--- src/rtl/mpwin_pkg.sv ---
// Package: shared constants and the decoded-route record used by the
// window router. Assumes at most four cores, so at most eight blocks.
package mpwin_pkg;
    localparam int DATA_W    = 32;
    localparam int BE_W      = DATA_W / 8;
    localparam int OFF_W     = 5;
    localparam int MAX_CORES = 4;
    localparam int CORE_W    = $clog2(MAX_CORES);
    localparam int BLK_W     = CORE_W + 1;
    localparam int N_ALIAS   = 2;

    // Route record produced by the decoder.
    typedef struct packed {
        logic             fault;
        logic [BLK_W-1:0] blk;
    } route_t;
endpackage

--- src/rtl/mpwin_decode.sv ---
// Decoder: turns a window number, address low bits, byte enables and the
// core index into a block index and a fault flag.
// Assumes the window field is wide enough to hold every mapped window.
module mpwin_decode
    import mpwin_pkg::*;
#(
    parameter int NUM_CORES = 4,
    parameter int WIN_W     = 4
) (
    input  logic [WIN_W-1:0]  win,
    input  logic [1:0]        addr_lo,
    input  logic [BE_W-1:0]   be,
    input  logic [CORE_W-1:0] core,
    output route_t            route
);
    localparam int NUM_WIN = N_ALIAS + 2 * NUM_CORES;

    logic             bad_size;
    logic             is_alias;
    logic             core_bad;
    logic             unmapped;
    logic [WIN_W-1:0] direct_idx;

    // Classify the access and find the fault conditions.
    always_comb begin
        bad_size   = (be != {BE_W{1'b1}}) || (addr_lo != 2'b00);
        is_alias   = (win < WIN_W'(N_ALIAS));
        core_bad   = ({1'b0, core} >= (CORE_W+1)'(NUM_CORES));
        unmapped   = (win >= WIN_W'(NUM_WIN));
        direct_idx = win - WIN_W'(N_ALIAS);
    end

    // Build the route: alias windows are banked by the core index.
    always_comb begin
        route.fault = bad_size || unmapped || (is_alias && core_bad);
        if (is_alias) begin
            route.blk = {core, win[0]};
        end else begin
            route.blk = direct_idx[BLK_W-1:0];
        end
    end
endmodule

--- src/rtl/mpwin_select.sv ---
// Select generator: drives one select line per block from the decoded route.
// Assumes the route is stable for the whole request cycle.
module mpwin_select
    import mpwin_pkg::*;
#(
    parameter int NUM_BLK = 8
) (
    input  logic               clk,
    input  logic               rst_n,
    input  logic               req_valid,
    input  route_t             route,
    output logic [NUM_BLK-1:0] blk_sel
);
    // One comparator per block; a fault or an idle cycle selects nothing.
    for (genvar i = 0; i < NUM_BLK; i++) begin : g_sel
        assign blk_sel[i] = req_valid && !route.fault && (route.blk == BLK_W'(i));
    end

    assert_sel_onehot_R4: assert property (@(posedge clk) disable iff (!rst_n)
        $onehot0(blk_sel));
    assert_fault_no_sel_R9: assert property (@(posedge clk) disable iff (!rst_n)
        route.fault |-> (blk_sel == '0));
endmodule

--- src/rtl/mpwin_resp.sv ---
// Response stage: picks the selected block's read word in the issue cycle
// and registers it together with the valid and error flags.
// Assumes the blocks drive their read data combinationally from the offset.
module mpwin_resp
    import mpwin_pkg::*;
#(
    parameter int NUM_BLK = 8
) (
    input  logic                      clk,
    input  logic                      rst_n,
    input  logic                      req_valid,
    input  logic                      req_write,
    input  route_t                    route,
    input  logic [NUM_BLK*DATA_W-1:0] blk_rdata,
    output logic                      rsp_valid,
    output logic                      rsp_err,
    output logic [DATA_W-1:0]         rsp_rdata
);
    logic [DATA_W-1:0] picked;
    logic [DATA_W-1:0] next_data;

    // Read-data multiplexer across the block array.
    always_comb begin
        picked = '0;
        for (int i = 0; i < NUM_BLK; i++) begin
            if (route.blk == BLK_W'(i)) begin
                picked = blk_rdata[i*DATA_W +: DATA_W];
            end
        end
    end

    // Only a good read returns data; writes and faults return zero.
    always_comb begin
        next_data = (req_valid && !req_write && !route.fault) ? picked : '0;
    end

    // Register the response one cycle after the request.
    always_ff @(posedge clk) begin
        if (!rst_n) begin
            rsp_valid <= 1'b0;
            rsp_err   <= 1'b0;
            rsp_rdata <= '0;
        end else begin
            rsp_valid <= req_valid;
            rsp_err   <= req_valid && route.fault;
            rsp_rdata <= next_data;
        end
    end

    assert_rsp_follows_req_R5: assert property (@(posedge clk) disable iff (!rst_n)
        req_valid |=> rsp_valid);
    assert_no_rsp_when_idle_R5: assert property (@(posedge clk) disable iff (!rst_n)
        !req_valid |=> !rsp_valid);
    assert_err_zero_data_R9: assert property (@(posedge clk) disable iff (!rst_n)
        rsp_err |-> (rsp_valid && rsp_rdata == '0));
    assert_write_zero_data_R12: assert property (@(posedge clk) disable iff (!rst_n)
        (req_valid && req_write) |=> (rsp_rdata == '0));
endmodule

--- src/rtl/mpwin_router.sv ---
// Top: banked register window router for per-core timer/watchdog blocks.
// Windows 0 and 1 alias the issuing core's timer and watchdog; windows
// 2+2n and 3+2n reach core n's timer and watchdog directly.
// Assumes NUM_CORES in 1..4 and an address wide enough for every window.
module mpwin_router
    import mpwin_pkg::*;
#(
    parameter int NUM_CORES = 4,
    parameter int ADDR_W    = 12
) (
    input  logic                        clk,
    input  logic                        rst_n,
    input  logic                        req_valid,
    input  logic                        req_write,
    input  logic [ADDR_W-1:0]           req_addr,
    input  logic [3:0]                  req_be,
    input  logic [1:0]                  req_core,
    input  logic [31:0]                 req_wdata,
    output logic                        rsp_valid,
    output logic                        rsp_err,
    output logic [31:0]                 rsp_rdata,
    output logic [2*NUM_CORES-1:0]      blk_sel,
    output logic                        blk_wr,
    output logic [4:0]                  blk_off,
    output logic [31:0]                 blk_wdata,
    input  logic [64*NUM_CORES-1:0]     blk_rdata,
    input  logic [2*NUM_CORES-1:0]      blk_irq,
    output logic [2*NUM_CORES-1:0]      irq_out
);
    localparam int NUM_BLK = 2 * NUM_CORES;
    localparam int NUM_WIN = N_ALIAS + NUM_BLK;
    localparam int WIN_W   = ADDR_W - OFF_W;
    localparam int MIN_AW  = OFF_W + $clog2(NUM_WIN);

    // Reject configurations outside the supported range.
    if (NUM_CORES < 1 || NUM_CORES > MAX_CORES) begin : g_bad_cores
        $error("mpwin_router: NUM_CORES must be 1..4");
    end
    if (ADDR_W < MIN_AW) begin : g_bad_addr
        $error("mpwin_router: ADDR_W too small for the window map");
    end

    route_t route;

    // Decode the window, low bits, byte enables and core into a route.
    mpwin_decode #(
        .NUM_CORES (NUM_CORES),
        .WIN_W     (WIN_W)
    ) u_decode (
        .win     (req_addr[ADDR_W-1:OFF_W]),
        .addr_lo (req_addr[1:0]),
        .be      (req_be),
        .core    (req_core),
        .route   (route)
    );

    // Drive the block select lines.
    mpwin_select #(
        .NUM_BLK (NUM_BLK)
    ) u_select (
        .clk       (clk),
        .rst_n     (rst_n),
        .req_valid (req_valid),
        .route     (route),
        .blk_sel   (blk_sel)
    );

    // Registered response path.
    mpwin_resp #(
        .NUM_BLK (NUM_BLK)
    ) u_resp (
        .clk       (clk),
        .rst_n     (rst_n),
        .req_valid (req_valid),
        .req_write (req_write),
        .route     (route),
        .blk_rdata (blk_rdata),
        .rsp_valid (rsp_valid),
        .rsp_err   (rsp_err),
        .rsp_rdata (rsp_rdata)
    );

    // Shared request fields go to every block.
    assign blk_wr    = req_write;
    assign blk_off   = req_addr[OFF_W-1:0];
    assign blk_wdata = req_wdata;

    // Interrupt lines keep the block order: timer n, then watchdog n.
    for (genvar i = 0; i < NUM_BLK; i++) begin : g_irq
        assign irq_out[i] = blk_irq[i];
    end

    assert_bad_size_err_R6: assert property (@(posedge clk) disable iff (!rst_n)
        (req_valid && (req_be != 4'hF || req_addr[1:0] != 2'b00)) |=> rsp_err);
    assert_bad_core_alias_R7: assert property (@(posedge clk) disable iff (!rst_n)
        (req_valid && req_addr[ADDR_W-1:OFF_W] < WIN_W'(N_ALIAS)
         && {1'b0, req_core} >= 3'(NUM_CORES)) |-> (blk_sel == '0));
    assert_unmapped_err_R8: assert property (@(posedge clk) disable iff (!rst_n)
        (req_valid && req_addr[ADDR_W-1:OFF_W] >= WIN_W'(NUM_WIN)) |=> rsp_err);
    assert_reset_quiet_R11: assert property (@(posedge clk)
        !rst_n |=> (!rsp_valid && !rsp_err && rsp_rdata == '0));
endmodule

--- config.mk ---
export PLATFORM = sky130hd
export DESIGN_NAME = mpwin_router
export DESIGN_NICKNAME = d
export VERILOG_FILES = /design/src/rtl/mpwin_pkg.sv /design/src/rtl/mpwin_decode.sv /design/src/rtl/mpwin_select.sv /design/src/rtl/mpwin_resp.sv /design/src/rtl/mpwin_router.sv
export SDC_FILE = /design/constraint.sdc
export NUM_CORES = 1
export LEC_CHECK = 0
export ABC_CLOCK_PERIOD_IN_PS = 2670
export CAP_MARGIN = 0
export CORE_AREA = 2 2 156 158
export DETAILED_ROUTE_END_ITERATION = 10
export DIE_AREA = 0 0 158 160
export GPL_TIMING_DRIVEN = 0
export PLACE_DENSITY = 0.54
export SYNTH_ARGS = -nofsm -noshare
export SYNTH_HDL_FRONTEND = slang
export SYNTH_SLANG_ARGS = --single-unit
--- constraint.sdc ---
create_clock -name clk -period 2.67 [get_ports clk]
set_clock_uncertainty 0.05 [all_clocks]
set_input_delay 0.4005 -clock clk [delete_from_list [all_inputs] [get_ports clk]]
set_output_delay 0.4005 -clock clk [all_outputs]
set_load 0.005 [all_outputs]
==> results.cfg <==
[pwr]
leakagePower_nw = 3.03
peakVddDrop_uv = 313
power.density_nw_per_um2 = 278
power_mw = 2.21

[clocking]
cts_buffer_depth = 2
clock-sinks = 34
tritoncts = built
clkTransAtPathRegs_ps = 70
cts_made_buffers = 5
root_buffer = clkbuf_16
h-tree-depth = 2

[global_routing]
grt_use_total = 0.175
first_global_vias = 5275
grt_pass1_wl_mm = 32.5
grt.overflow.total = 0
grt_max_degree = 11
antenna_found_initial = 3

[worst_setup_path]
worstPathArrival_ps = 2180
cp_max_fo = 5
critical_path.top_delay_family = buffers and inverters
path_cells = clkdlybuf4s50_1 > nand4b_1 > and2_4 > or2_4 > clkbuf_16 > nor2_1 > clkdlybuf4s15_2
crit_path_top_delay_cell = clkdlybuf4s50_1
cp-start-kind = primary input
worstPathRequired_ps = 2220
startpoint = req_core[0]
cpPeakStageDelay_ps = 560
crit_buf_inv = 3
cp-end-kind = output pin
crit_type = in2out
critical_path_depth = 7

[logic_synthesis]
synth-edff-count = 0
ys.flop_type = dfxtp_1
syn_nets = 733
synth.distinct_cells = 46
synthArstFlopShare = 0
synth_area_leaders = dfxtp_1, buf_4, mux2_2
seq_area_frac_synth = 0.207
syn-cell-area_sq_um = 3290
yosysTopAreaCellShare = 0.207
ys_ff_latch = 34
yosysWarnings = 0
synth.avg_cell_area_sq_um = 7.94
synth_top_area_cell = dfxtp_1
syn_inst = 414

[sta]
setup_ws_ps = 35.8
finalSetupViolCount = 0
rsz0062_at_grt = true
drv_slew = 0
timing.final.crit_share = 0.987
slew-limit-headroom = 0.557
hold_viol = 0
finalCriticalPeriod_ps = 2630
fmax_mhz = 380
worstMarginPinSlew_ps = 664

[die]
num_rows = 57
fp.dieW_microns = 158
start_util = 0.138
die_area_sq_um = 25300
die_h_microns = 160
core_area_sq_um = 23800
io_pins = 406

[worst_hold_path]
hold_path.class = in2reg
hold_depth = 3
hold_start = blk_rdata[237]
hold_path_end = u_resp.rsp_rdata[13]

[place]
post-place-ws_ps = -1790
gp_congestion = 0.803
dpl.hpwl_mm = 18.4
port_buffers = 361

[detailed_routing]
avgRoutedWirePerCell_microns = 20.5
drt_wl_total_mm = 23.2
avgViaCountPerCell = 4.43
vias = 5028
ant_nets = 0
drt_iter0_markers = 249
drtPass1Iterations = 5
drc = 0

[finish]
drive_above_1_share = 0.206
fin_nets = 1128
syn_to_final_growth_pct = 142
antenna_cells = 0

[run]
maxCapViolations = 0

[status]
status = finished clean
cell type report:
class	instances	area, sq um
plain buffers	83	606
clock buffers	7	133
clock inverters	1	30.0
fillers	2556	15900
inverters	23	90.1
multi-input cells	272	2210
flip-flops and latches	34	681
well taps	324	405
repair buffers	390	3810
sequential cells by signal, summed over array words and instances, names as in the netlist:
| name | cells |
|---|---|
| u_resp.rsp_err | 1 |
| u_resp.rsp_rdata | 32 |
| u_resp.rsp_valid | 1 |
where the power goes:
| group | leakage, nW | internal, mW | switching (mW) |
|---|---|---|---|
| clock network | 0.0781 | 0.443 | 0.274 |
| registers | 0.274 | 0.509 | 0.000480 |
| logic | 2.68 | 0.627 | 0.359 |
how the worst max path moves through the flow:
| stage | end |
|---|---|
| floorplan | blk_sel[6] |
| global placement | blk_sel[6] |
| detailed placement | blk_sel[6] |
| CTS | blk_sel[6] |
| global route | blk_sel[4] |
| finish | blk_sel[4] |
metrics by stage:
stage                     instances  hold WS, ps  cell area, sq um  setup TNS [ps]   util
after floorplan                 414          486              3290               0      -
after global placement         1099          915              7310          -47020  0.307
after detailed placement       1099          919              7310          -45700  0.307
after CTS                      1129          589              7900           -13.8  0.332
after global routing           1134          618              7960           -27.6  0.334
final                          1134          600              7960               0  0.334
timing repair:
item | CTS | global route
endpoints found under the setup margin | 40 | 27
hold buffers | 0 | 0
pin swaps | 10 | 4
buffers inserted | 24 | 5
gates resized for setup | 96 | 26
tightest hold or removal path, delay by kind of cell:
family / cells / cell delay (ps)
AOI/OAI and AO/OA: 1 / 60
buffers and inverters: 2 / 440
Yosys cell counts (2+ instances only):
cell      count
o221a_2       2
o22ai_1      21
o31ai_1       2
o21ai_0      11
a21boi_0      3
nand4_1      19
nor4_1        3
nor3_1       22
mux2_2       21
clkbuf_1     25
o32ai_1      10
buf_1         2
inv_1        22
nand3_1       2
dfxtp_1      34
a211oi_1     21
a21oi_1       6
nand2_1      11
and2_1        2
buf_4        46
a32oi_1       2
nand2b_1      5
a22o_1       21
buf_2        12
nor2_1       19
mux2i_1      12
o221ai_1     21
and3_1        3
a221oi_1      9
o311ai_0      9
routing by layer:
metal	part of all wire	vias up	GRT usage
met2	0.50	278	0.309
met1	0.40	2344	0.215
met3	0.081	27	0.0374
li1	-	2373	-
met5	0.0015	-	0
met4	0.015	6	0.0405
cells in the final DEF, fill, tap and decap left out, types with 4 or more instances in the layout:
| cell | n |
|---|---|
| a211oi_1 | 21 |
| a21oi_1 | 5 |
| a221oi_1 | 8 |
| a22o_1 | 21 |
| buf_2 | 13 |
| buf_4 | 74 |
| clkbuf_1 | 14 |
| clkbuf_16 | 7 |
| clkbuf_2 | 8 |
| clkbuf_8 | 4 |
| clkdlybuf4s50_1 | 346 |
| dfxtp_1 | 34 |
| dlygate4sd2_1 | 4 |
| inv_1 | 20 |
| mux2_2 | 21 |
| mux2i_1 | 12 |
| nand2_1 | 7 |
| nand4_1 | 19 |
| nor2_1 | 18 |
| nor3_1 | 20 |
| o21ai_0 | 11 |
| o221ai_1 | 21 |
| o22ai_1 | 21 |
| o311ai_0 | 8 |
| o32ai_1 | 9 |
logic make-up (layout without fill, tap and decap cells):
logic type | after synthesis | after routing | synth area share
mux | 33 | 33 | 0.108
simple gates | 92 | 92 | 0.150
buf+inv | 108 | 504 | 0.180
compound gates | 146 | 146 | 0.350
flops | 34 | 34 | 0.207
fa+ha+maj | 1 | 1 | 0.00380
Note: power is estimated with default switching activity, not from simulation.
